File: src/rtl/tmr_pkg.sv
package tmr_pkg;
    parameter int CNT_W     = 16;
    parameter int NUM_MATCH = 3;
    parameter int CTL_W     = 6;
    parameter int ST_W      = 6;
    parameter int EVC_W     = 3;
    parameter int SEL_W     = 4;
    parameter int GRP_W     = 4;
    parameter int NUM_GRP   = 11;

    // register groups in address order (one word per channel each)
    typedef enum logic [GRP_W-1:0] {
        G_CLK   = 4'd0,
        G_CTRL  = 4'd1,
        G_COUNT = 4'd2,
        G_INTV  = 4'd3,
        G_M0    = 4'd4,
        G_M1    = 4'd5,
        G_M2    = 4'd6,
        G_STAT  = 4'd7,
        G_IEN   = 4'd8,
        G_EVC   = 4'd9,
        G_EVN   = 4'd10
    } grp_e;

    // counter control bits
    localparam int CC_DIS = 0;
    localparam int CC_INT = 1;
    localparam int CC_DEC = 2;
    localparam int CC_MEN = 3;
    localparam int CC_CLR = 4;

    // status bits
    localparam int ST_IVL = 0;
    localparam int ST_M0  = 1;
    localparam int ST_OVF = 4;

    localparam logic [CTL_W-1:0] CTRL_RST = 6'h21;

    typedef struct packed {
        logic [CTL_W-1:0]                clk_ctrl;
        logic [CTL_W-1:0]                cnt_ctrl;
        logic [CNT_W-1:0]                count;
        logic [CNT_W-1:0]                interval;
        logic [NUM_MATCH-1:0][CNT_W-1:0] match;
        logic [ST_W-1:0]                 status;
        logic [ST_W-1:0]                 ien;
        logic [EVC_W-1:0]                evctl;
    } chan_state_t;
endpackage

File: src/rtl/tmr_prescaler.sv
module tmr_prescaler #(
    parameter int SEL_W = 4
) (
    input  logic             clk,
    input  logic             rst_n,
    input  logic             clr,
    input  logic             en,
    input  logic [SEL_W-1:0] sel,
    output logic             tick
);
    localparam int DIV_W = 2 ** SEL_W;

    logic [DIV_W-1:0] div_d, div_q;
    logic [DIV_W-1:0] mask;

    always_comb begin
        mask  = DIV_W'((33'd2 << sel) - 33'd1);
        tick  = en ? ((div_q & mask) == mask) : 1'b1;
        div_d = clr ? '0 : div_q + 1'b1;
    end

    always_ff @(posedge clk or negedge rst_n) begin
        if (!rst_n) div_q <= '0;
        else        div_q <= div_d;
    end

    // the divider restarts on a clock control write, so no step follows at once
    a_r1_no_tick_after_clear: assert property (@(posedge clk) disable iff (!rst_n)
        clr |=> (!en || !tick));
endmodule

File: src/rtl/tmr_channel.sv
module tmr_channel
    import tmr_pkg::*;
(
    input  logic             clk,
    input  logic             rst_n,
    input  logic             wr_en,
    input  logic             rd_en,
    input  logic [GRP_W-1:0] grp,
    input  logic [31:0]      wdata,
    output logic [31:0]      rdata,
    output logic             irq
);
    chan_state_t st_d, st_q;

    logic             tick;
    logic             clk_wr;
    logic             rd_status;
    logic [CNT_W-1:0] limit;
    logic [CNT_W-1:0] cnt_next;
    logic             wrap_ev;
    logic [ST_W-1:0]  ev;

    assign clk_wr    = wr_en && (grp == G_CLK);
    assign rd_status = rd_en && (grp == G_STAT);

    tmr_prescaler #(.SEL_W(SEL_W)) u_presc (
        .clk   (clk),
        .rst_n (rst_n),
        .clr   (clk_wr),
        .en    (st_q.clk_ctrl[0]),
        .sel   (st_q.clk_ctrl[SEL_W:1]),
        .tick  (tick)
    );

    always_comb begin
        st_d     = st_q;
        limit    = st_q.cnt_ctrl[CC_INT] ? st_q.interval : {CNT_W{1'b1}};
        cnt_next = st_q.count;
        wrap_ev  = 1'b0;
        ev       = '0;

        if (!st_q.cnt_ctrl[CC_DIS] && tick) begin
            if (st_q.cnt_ctrl[CC_DEC]) begin
                if (st_q.count == '0) begin
                    cnt_next = limit;
                    wrap_ev  = 1'b1;
                end else begin
                    cnt_next = st_q.count - 1'b1;
                end
            end else begin
                if (st_q.count >= limit) begin
                    cnt_next = '0;
                    wrap_ev  = 1'b1;
                end else begin
                    cnt_next = st_q.count + 1'b1;
                end
            end
            for (int i = 0; i < NUM_MATCH; i++) begin
                if (st_q.cnt_ctrl[CC_MEN] && (cnt_next == st_q.match[i])
                    && (st_q.match[i] <= limit))
                    ev[ST_M0+i] = 1'b1;
            end
        end

        ev[ST_IVL] = wrap_ev && st_q.cnt_ctrl[CC_INT];
        ev[ST_OVF] = wrap_ev && !st_q.cnt_ctrl[CC_INT];

        st_d.count  = cnt_next;
        st_d.status = (rd_status ? '0 : st_q.status) | ev;

        if (wr_en) begin
            case (grp)
                G_CLK:  st_d.clk_ctrl = wdata[CTL_W-1:0];
                G_CTRL: begin
                    st_d.cnt_ctrl = wdata[CTL_W-1:0] & ~(CTL_W'(1) << CC_CLR);
                    if (wdata[CC_CLR]) st_d.count = '0;
                end
                G_INTV: st_d.interval = wdata[CNT_W-1:0];
                G_M0:   st_d.match[0] = wdata[CNT_W-1:0];
                G_M1:   st_d.match[1] = wdata[CNT_W-1:0];
                G_M2:   st_d.match[2] = wdata[CNT_W-1:0];
                G_IEN:  st_d.ien      = wdata[ST_W-1:0];
                G_EVC:  st_d.evctl    = wdata[EVC_W-1:0];
                default: ;
            endcase
        end
    end

    always_comb begin
        rdata = '0;
        case (grp)
            G_CLK:   rdata[CTL_W-1:0] = st_q.clk_ctrl;
            G_CTRL:  rdata[CTL_W-1:0] = st_q.cnt_ctrl;
            G_COUNT: rdata[CNT_W-1:0] = st_q.count;
            G_INTV:  rdata[CNT_W-1:0] = st_q.interval;
            G_M0:    rdata[CNT_W-1:0] = st_q.match[0];
            G_M1:    rdata[CNT_W-1:0] = st_q.match[1];
            G_M2:    rdata[CNT_W-1:0] = st_q.match[2];
            G_STAT:  rdata[ST_W-1:0]  = st_q.status;
            G_IEN:   rdata[ST_W-1:0]  = st_q.ien;
            G_EVC:   rdata[EVC_W-1:0] = st_q.evctl;
            default: rdata = '0;
        endcase
    end

    assign irq = |(st_q.status & st_q.ien);

    always_ff @(posedge clk or negedge rst_n) begin
        if (!rst_n) begin
            st_q          <= '0;
            st_q.cnt_ctrl <= CTRL_RST;
        end else begin
            st_q <= st_d;
        end
    end

    // a stopped channel holds its count
    a_r2_stopped_holds: assert property (@(posedge clk) disable iff (!rst_n)
        (st_q.cnt_ctrl[CC_DIS] && !wr_en) |=> $stable(st_q.count));

    // the clear command zeroes the count on its edge
    a_r4_clear_zeroes: assert property (@(posedge clk) disable iff (!rst_n)
        (wr_en && grp == G_CTRL && wdata[CC_CLR]) |=> (st_q.count == '0));

    // in interval mode the count never leaves 0..interval
    a_r5_interval_bound: assert property (@(posedge clk) disable iff (!rst_n)
        (!wr_en && st_q.cnt_ctrl[CC_INT] && st_q.count <= st_q.interval)
        |=> (st_q.count <= st_q.interval));

    // a status read with no possible event leaves status empty
    a_r8_read_clears: assert property (@(posedge clk) disable iff (!rst_n)
        (rd_status && st_q.cnt_ctrl[CC_DIS]) |=> (st_q.status == '0));

    // with nothing enabled the interrupt stays low
    a_r9_masked_quiet: assert property (@(posedge clk) disable iff (!rst_n)
        (st_q.ien == '0) |-> !irq);
endmodule

File: src/rtl/tri_timer_unit.sv
module tri_timer_unit
    import tmr_pkg::*;
#(
    parameter int NUM_CH = 3,
    parameter int ADDR_W = 8
) (
    input  logic              clk,
    input  logic              rst_n,
    input  logic              wr_en,
    input  logic              rd_en,
    input  logic [ADDR_W-1:0] addr,
    input  logic [31:0]       wdata,
    output logic [31:0]       rdata,
    output logic [NUM_CH-1:0] irq
);
    localparam int CH_W   = (NUM_CH > 1) ? $clog2(NUM_CH) : 1;
    localparam int WORD_W = ADDR_W - 2;

    logic [WORD_W-1:0] word;
    logic [GRP_W-1:0]  grp;
    logic [CH_W-1:0]   ch_idx;
    logic              hit;
    logic [31:0]       ch_rdata [NUM_CH];

    always_comb begin
        word   = addr[ADDR_W-1:2];
        grp    = GRP_W'(32'(word) / NUM_CH);
        ch_idx = CH_W'(32'(word) % NUM_CH);
        hit    = (addr[1:0] == 2'b00) && (32'(word) < 32'(NUM_GRP * NUM_CH));
    end

    for (genvar i = 0; i < NUM_CH; i++) begin : g_ch
        logic sel;
        assign sel = hit && (ch_idx == CH_W'(i));
        tmr_channel u_ch (
            .clk   (clk),
            .rst_n (rst_n),
            .wr_en (wr_en && sel),
            .rd_en (rd_en && sel),
            .grp   (grp),
            .wdata (wdata),
            .rdata (ch_rdata[i]),
            .irq   (irq[i])
        );
    end

    always_comb begin
        rdata = '0;
        for (int i = 0; i < NUM_CH; i++)
            if (hit && ch_idx == CH_W'(i)) rdata = ch_rdata[i];
    end

    // a misaligned address always reads 0
    a_r11_misaligned_zero: assert property (@(posedge clk) disable iff (!rst_n)
        (addr[1:0] != 2'b00) |-> (rdata == '0));
endmodule

File: config.mk
export PLATFORM = sky130hd
export DESIGN_NAME = tri_timer_unit
export DESIGN_NICKNAME = d
export VERILOG_FILES = /design/src/rtl/tmr_pkg.sv /design/src/rtl/tmr_prescaler.sv /design/src/rtl/tmr_channel.sv /design/src/rtl/tri_timer_unit.sv
export SDC_FILE = /design/constraint.sdc
export NUM_CORES = 1
export LEC_CHECK = 0
export BUFFER_PORTS_ARGS = -buffer_cell sky130_fd_sc_hd__buf_2
export CORE_UTILIZATION = 30
export DETAILED_ROUTE_END_ITERATION = 12
export SLEW_MARGIN = 20
export SYNTH_ARGS = -nofsm -noshare
export SYNTH_HDL_FRONTEND = slang
export SYNTH_SLANG_ARGS = --single-unit
File: constraint.sdc
create_clock -name clk -period 6.6 [get_ports clk]
set_input_delay 0.99 -clock clk [delete_from_list [all_inputs] [get_ports clk]]
set_output_delay 0.99 -clock clk [all_outputs]
set_load 0.05 [all_outputs]
==> metrics, run 1 <==
final hold slack 0.476 ns; area share of the largest cell type after synthesis 32.6%; total power 8.75 mW; CTS hold repair buffers 0; initial antenna violation count 5; clock tree sinks 363; relative slew slack 29.2%; dpl cell area 0.0296 mm2; H-tree levels 2; die area 0.0925 mm2; Max Fclk 157 MHz; Pre-antenna DRT Iters 6; Chip Width 304 um; Bufs on Longest Clock Path 3; FF+latch area 0.00909 mm2; Setup-failing EPs final 0; period utilisation layout 96.7%; critical path class primary input to output pin; clk_skew 0.0409 ns; total CTS buffers 43; Chip Height 304 um; layout cell share with drive strength beyond 1 17.8%; Yosys top cell by area dfrtp_1; run status finished, final reports clean; ANT nets after route 0; Cell variety after synth 90; crit path capture type output pin; fin. max-slew vios 0; Initial Util 30.3%; Via density 5.83; Final nets 3207; data required time of the worst path 5.61 ns; Synth Flop Type dfrtp_1; Design Area, Final 0.0312 mm2; Startpoint Class primary input; Multi-input gate area 0.0175 mm2; most common cell after layout, fill and taps aside dfrtp_1; vias in the first global route 23.5k; root buf cell clkbuf_16; FFs w/ async S/R, synth 100%; largest cells by area after synthesis dfrtp_1, ha_1, mux2_2, xnor2_1, nand2_1; area grow syn2layout 13.9%; Min Clock Period, post-route 6.38 ns; # Max-Cap Violations 0; total number of vias 24.3k; commonest non-fill, non-tap cells in the layout dfrtp_1, nand2_1, nor2_1, mux2_2, ha_1; P_leak 13.9 nW; CTS tree built; core area 0.0903 mm2; Max FO, Critical Path 13; Overall Global Routing Usage 20.6%; Remaining Overflow, GRT 0; Synth Instances 2927; YS warnings 0; Netlist Area Pre-Place 0.0274 mm2; worst-margin pin slew 1.06 ns; HP Class primary input to async pin; DP HPWL 72200 um; final wirelength 97800 um; number of synthesized register bits 363; first-pass GRT wire length 149000 um; Top Ports 79; worst reg2reg path depth 11; WL/cell 23.5 um; Final GP Congestion 1.00; EDFF count, synth 0; Buffers on Ports 46; clock-pin slew on the worst setup and hold paths 0.06 ns; drt drc 0; fillers 9274; DRT iter0 DRCs 2529; Data arrival, critical path 5.39 ns; post-layout util 34.6%; Final Hold Vio Count 0; Pwr Density 280 mW/mm2; Worst-Skew Late Latency 0.61 ns; Seq/Total Area, Yosys 33.2%; peak supply drop 0.203 mV; largest net degree at the start of global routing 144; Synth Area per Inst 9.36 um2; Cell Rows 110
-- per-stage QoR --
step           setup TNS [ns]  setup slack (ns)  std cells
2_1_floorplan          -0.375            -0.103       2942
3_3_place_gp          -0.0768           -0.0348       4082
3_5_place_dp           -0.509           -0.0858       4082
4_1_cts                     0           0.00951       4161
5_1_grt                -0.106           -0.0307       4163
6_report                    0             0.217       4164
-- critical path: stages --
cell and delay [ns]:
buf_2 0.13, ha_4 0.28, nor4bb_4 0.05, o221ai_2 0.19, nand3_1 0.13, ha_1 0.20, or2_2 0.33, buf_4 0.15
or3_1 0.35, o21ai_2 0.15, and2_1 0.16, ha_2 0.21, nor4_1 0.06, o21ai_1 0.11, buf_4 0.18, a21oi_4 0.15
buf_12 0.20, a222oi_1 0.47, o211a_1 0.26, a21oi_1 0.08, o31a_2 0.35, buf_4 0.21
-- final cells by class --
class,instances,area share [%]
diodes,1,0.00802
well taps,1176,4.71
multi-input cells,2324,56.2
clock buffers,58,3.76
flip-flops and latches,363,29.1
repair buffers,156,4.51
clock inverters,21,0.866
inverters,65,0.782
-- registers in the layout, summed over array words and instances, names as in the netlist --
name	count
g_ch.u_ch.u_presc.div_q	48
g_ch.u_ch.st_q	315
-- power by group --
part / switching [mW] / internal [mW]
clock network: 1.05 / 1.45
logic: 1.82 / 1.23
registers: 0.719 / 2.48
-- final timing paths --
kind | end | slack [ns] | start
max reg2reg | g_ch[2].u_ch.st_q[10] | 1.63 | g_ch[2].u_ch.st_q[96]
min | g_ch[0].u_ch.u_presc.div_q[9] | 0.48 | rst_n
max in group asynchronous | g_ch[2].u_ch.st_q[105] | 4.64 | rst_n
min in group clk | g_ch[2].u_ch.u_presc.div_q[0] | 0.50 | g_ch[2].u_ch.u_presc.div_q[0]
max | rdata[1] | 0.22 | addr[7]
min reg2reg | g_ch[2].u_ch.u_presc.div_q[0] | 0.50 | g_ch[2].u_ch.u_presc.div_q[0]
-- repair_timing --
item / 4_1_cts / 5_1_grt
cloned: 0 / 0
resized for setup: 6 / 27
pin swaps: 3 / 14
endpoints found under the setup margin: 12 / 16
setup buffers: 0 / 2
-- kinds of logic after synthesis --
logic type / synth area share, %
other: 0.0137
XOR/XNOR: 7.00
buffers and inverters: 3.99
multiplexers: 11.8
AND/OR/NAND/NOR: 17.5
flip-flops: 33.2
AO/OA/AOI/OAI: 16.9
adder cells (fa/ha/maj): 9.59
-- synthesized netlist by cell type (10+ instances only) --
library cell / count
a2111oi_0: 12
o21a_1: 31
mux2i_1: 35
o31ai_1: 11
nand2b_1: 17
a22oi_1: 21
a32o_1: 17
dfrtp_1: 357
nand2_1: 248
or4_1: 10
a31oi_1: 38
or3_1: 29
buf_4: 28
o211ai_1: 25
mux2_2: 210
o21ai_0: 87
xor2_1: 101
nor3_1: 54
o22ai_1: 26
nor4_1: 44
ha_1: 210
nand3_1: 90
clkbuf_1: 131
o221ai_1: 13
or2_2: 11
a21o_1: 27
xnor2_1: 118
a21oi_1: 129
inv_1: 62
a22o_1: 22
buf_2: 25
mux2_1: 45
a222oi_1: 45
a221oi_1: 15
nor2_1: 229
a221o_1: 14
nor2b_1: 48
and3_1: 22
nand4_1: 62
a211oi_1: 27
-- metal layers --
metal	vias to the layer above	wire (um)	global-route usage, %
li1	11000	-	-
met1	12000	42400	28.2
met2	1055	44000	32.6
met3	217	7160	2.96
met4	2	4140	8.42
met5	-	11	0
Power figures use the tool's default switching activity.
==> inputs of run 2 (changes only) <==
CORE_ASPECT_RATIO = 0.8   (was default)
SLEW_MARGIN = default   (was 20)
==> run 2 against run 1 <==
Effect of this change: sequential power about the same; sequential share of layout area is 0.82 points lower; total power is 3.4% higher; critical path depth increased by 2; die area about the same; final area increased by 2.9%; clock skew decreased by 0.024 ns; sequential cell count stayed put; setup slack lost 0.16 ns; cell count increased by 2.5%; clock-buffer cell count shrank 3; fmax fell by 2.5%; largest cell class unchanged; largest power group unchanged; highest routed layer unchanged.
==> metrics, run 2 (same netlist as run 1, synthesis figures left out) <==
run status finished, final reports clean (unchanged); final wirelength 103000 um (was 97800 um); Remaining Overflow, GRT 0 (unchanged); Pre-antenna DRT Iters 9 (was 6); HP Class primary input to async pin (unchanged); worst-margin pin slew 1.01 ns (was 1.06 ns); Antenna Diode Count 0 (was 1); clk_skew 0.0169 ns (was 0.0409 ns); Data arrival, critical path 5.56 ns (was 5.39 ns); Bufs on Longest Clock Path 3 (unchanged); relative slew slack 31.1% (was 29.2%); share of power burned in registers 35.7% (was 36.6%); vias in the first global route 23.4k (was 23.5k); largest net degree at the start of global routing 159 (was 144); critical path class primary input to output pin (unchanged); Top Ports 79 (unchanged); placed cells 4162 (was 4082); ANT nets after route 0 (unchanged); initial antenna violation count 2 (was 5); clock-pin slew on the worst setup and hold paths 0.07 ns (was 0.06 ns); Cell Rows 98 (was 110); Max FO, Critical Path 7 (was 13); Sw Ratio 40.6% (was 41.0%); CTS tree built (unchanged); largest reg by FF count g_ch.u_ch.st_q (unchanged); H-tree levels 2 (unchanged); Non-Filler Instances 4270 (was 4164); WL/cell 24.1 um (was 23.5 um); # Max-Cap Violations 0 (unchanged); first-pass GRT wire length 154000 um (was 149000 um); DRT iter0 DRCs 2956 (was 2529); area grow syn2layout 17.2% (was 13.9%); Final nets 3293 (was 3207); total number of vias 24.8k (was 24.3k); Worst-Skew Late Latency 0.60 ns (was 0.61 ns); Via density 5.82 (was 5.83); NetSw 3.67 mW (was 3.58 mW); WP buf/inv 8 (was 5); Chip Width 340 um (was 304 um); Final GP Congestion 0.991 (was 1.00); Pwr Density 282 mW/mm2 (was 280 mW/mm2); Final Hold Vio Count 0 (unchanged); clock network fraction of total power 29.5% (was 28.6%); Crit path top cell by count buf_4 (unchanged); internal power 5.38 mW (was 5.16 mW); DP HPWL 77100 um (was 72200 um); Initial Util 30.5% (was 30.3%); Crit path max-delay family compound AO/OA/AOI/OAI gates (unchanged); Startpoint Class primary input (unchanged); peak supply drop 0.271 mV (was 0.203 mV); most common cell after layout, fill and taps aside dfrtp_1 (unchanged); root buf cell clkbuf_16 (unchanged); core area 0.0899 mm2 (was 0.0903 mm2); worst-path cell chain buf_2 > ha_4 > nor4bb_2 > o221ai_1 > nand3_1 > ha_2 > or2_4 > buf_6 > or3_4 > o21ai_2 > and2_4 > ha_4 > nor4_2 > o21ai_1 > buf_4 > a21oi_4 > buf_12 > buf_4 > a222oi_1 > nand3_1 > buf_4 > a311o_1 > buf_4 > buf_12 (was buf_2 > ha_4 > nor4bb_4 > o221ai_2 > nand3_1 > ha_1 > or2_2 > buf_4 > or3_1 > o21ai_2 > and2_1 > ha_2 > nor4_1 > o21ai_1 > buf_4 > a21oi_4 > buf_12 > a222oi_1 > o211a_1 > a21oi_1 > o31a_2 > buf_4); total CTS buffers 41 (was 43); layout cell share with drive strength beyond 1 20.4% (was 17.8%); max reg flops 315 (unchanged); CP peak stage delay 0.42 ns (was 0.47 ns); die area 0.0925 mm2 (about the same); period utilisation layout 99.2% (was 96.7%); commonest non-fill, non-tap cells in the layout dfrtp_1, nand2_1, nor2_1, mux2_2, ha_1 (unchanged); fin. max-slew vios 0 (unchanged); combinational power share 34.8% (about the same); Buffers on Ports 46 (unchanged); Setup-failing EPs final 0 (unchanged); drt drc 0 (unchanged); clock tree sinks 363 (unchanged); Max Fclk 153 MHz (was 157 MHz); P_leak 14.4 nW (was 13.9 nW); Chip Height 272 um (was 304 um); Overall Global Routing Usage 21.7% (was 20.6%); Min Clock Period, post-route 6.55 ns (was 6.38 ns); Regs by FF count g_ch.u_ch.st_q: 315 flops, g_ch.u_ch.u_presc.div_q: 48 flops (unchanged); data required time of the worst path 5.61 ns (about the same); Slowest-stage cell, CP a311o_1 (was a222oi_1); crit path capture type output pin (unchanged); fillers 9102 (was 9274); setup TNS 0 ns (unchanged)
[run 2: cell count changes in the layout (fill, tap and decap cells not counted), sizes merged, moves of 2 or more]
cell	change
buf	+87
bufinv	+3
clkbuf	-3
clkinv	-6
clkinvlp	+2
[run 2: final timing paths]
| check | from | endpoint | slack [ns] | cells after the start |
|---|---|---|---|---|
| min in group clk | g_ch[2].u_ch.u_presc.div_q[0] | g_ch[2].u_ch.u_presc.div_q[0] | 0.49 | 1 |
| hold reg to reg | g_ch[2].u_ch.u_presc.div_q[0] | g_ch[2].u_ch.u_presc.div_q[0] | 0.49 | 1 |
| max in group asynchronous | rst_n | g_ch[2].u_ch.st_q[25] | 4.76 | 2 |
| setup / recovery | addr[6] | rdata[12] | 0.05 | 24 |
| hold / removal | rst_n | g_ch[1].u_ch.st_q[94] | 0.30 | 1 |
| setup reg to reg | g_ch[2].u_ch.st_q[96] | g_ch[2].u_ch.st_q[10] | 1.70 | 12 |
[run 2: final cells by class]
class	instances	area (um2)	area share, %
Multi-Input combinational cell	2324	17600	54.7
Timing Repair Buffer	244	2150	6.70
Tap cell	1200	1500	4.68
Inverter	65	244	0.760
Clock buffer	55	1210	3.77
Sequential cell	363	9090	28.3
Clock inverter	19	338	1.05
[run 2: power groups by stage]
stage	Clock [mW]	Combinational, mW	Sequential, mW
floorplan	0	2.40	2.73
global placement	0	2.99	3.23
detailed placement	0	3.02	3.23
CTS	2.73	3.07	3.19
global route	2.81	3.43	3.25
finish	2.67	3.15	3.23
[run 2: repair_timing]
action | CTS | global route
buffers inserted | 28 | 9
gates resized for setup | 14 | 32
hold buffers | 0 | 0
endpoints found under the setup margin | 12 | 16
pin swaps | 9 | 27
gates cloned | 1 | 0
[run 2: per-layer routing]
metal  wire [um]  up-vias  global-route usage, %
li1            -    11200                      -
met4        2680        2                   5.99
met2       41000     1238                   29.9
met3       10600      158                   4.17
met1       48700    12300                   33.7
met5          13        -                      0
[run 2: stage by stage]
step / utilization, % / worst slack, ns / hold WS [ns] / area [um2] / total power [mW]
2_1_floorplan: - / -0.103 / 0.449 / 27500 / 5.14
3_3_place_gp: 33.4 / -0.160 / 0.474 / 30000 / 6.23
3_5_place_dp: 33.4 / -0.211 / 0.479 / 30000 / 6.24
4_1_cts: 35.5 / -0.0237 / 0.352 / 31900 / 8.99
5_1_grt: 35.7 / -0.0269 / 0.356 / 32100 / 9.49
6_report: 35.7 / 0.0540 / 0.297 / 32100 / 9.04
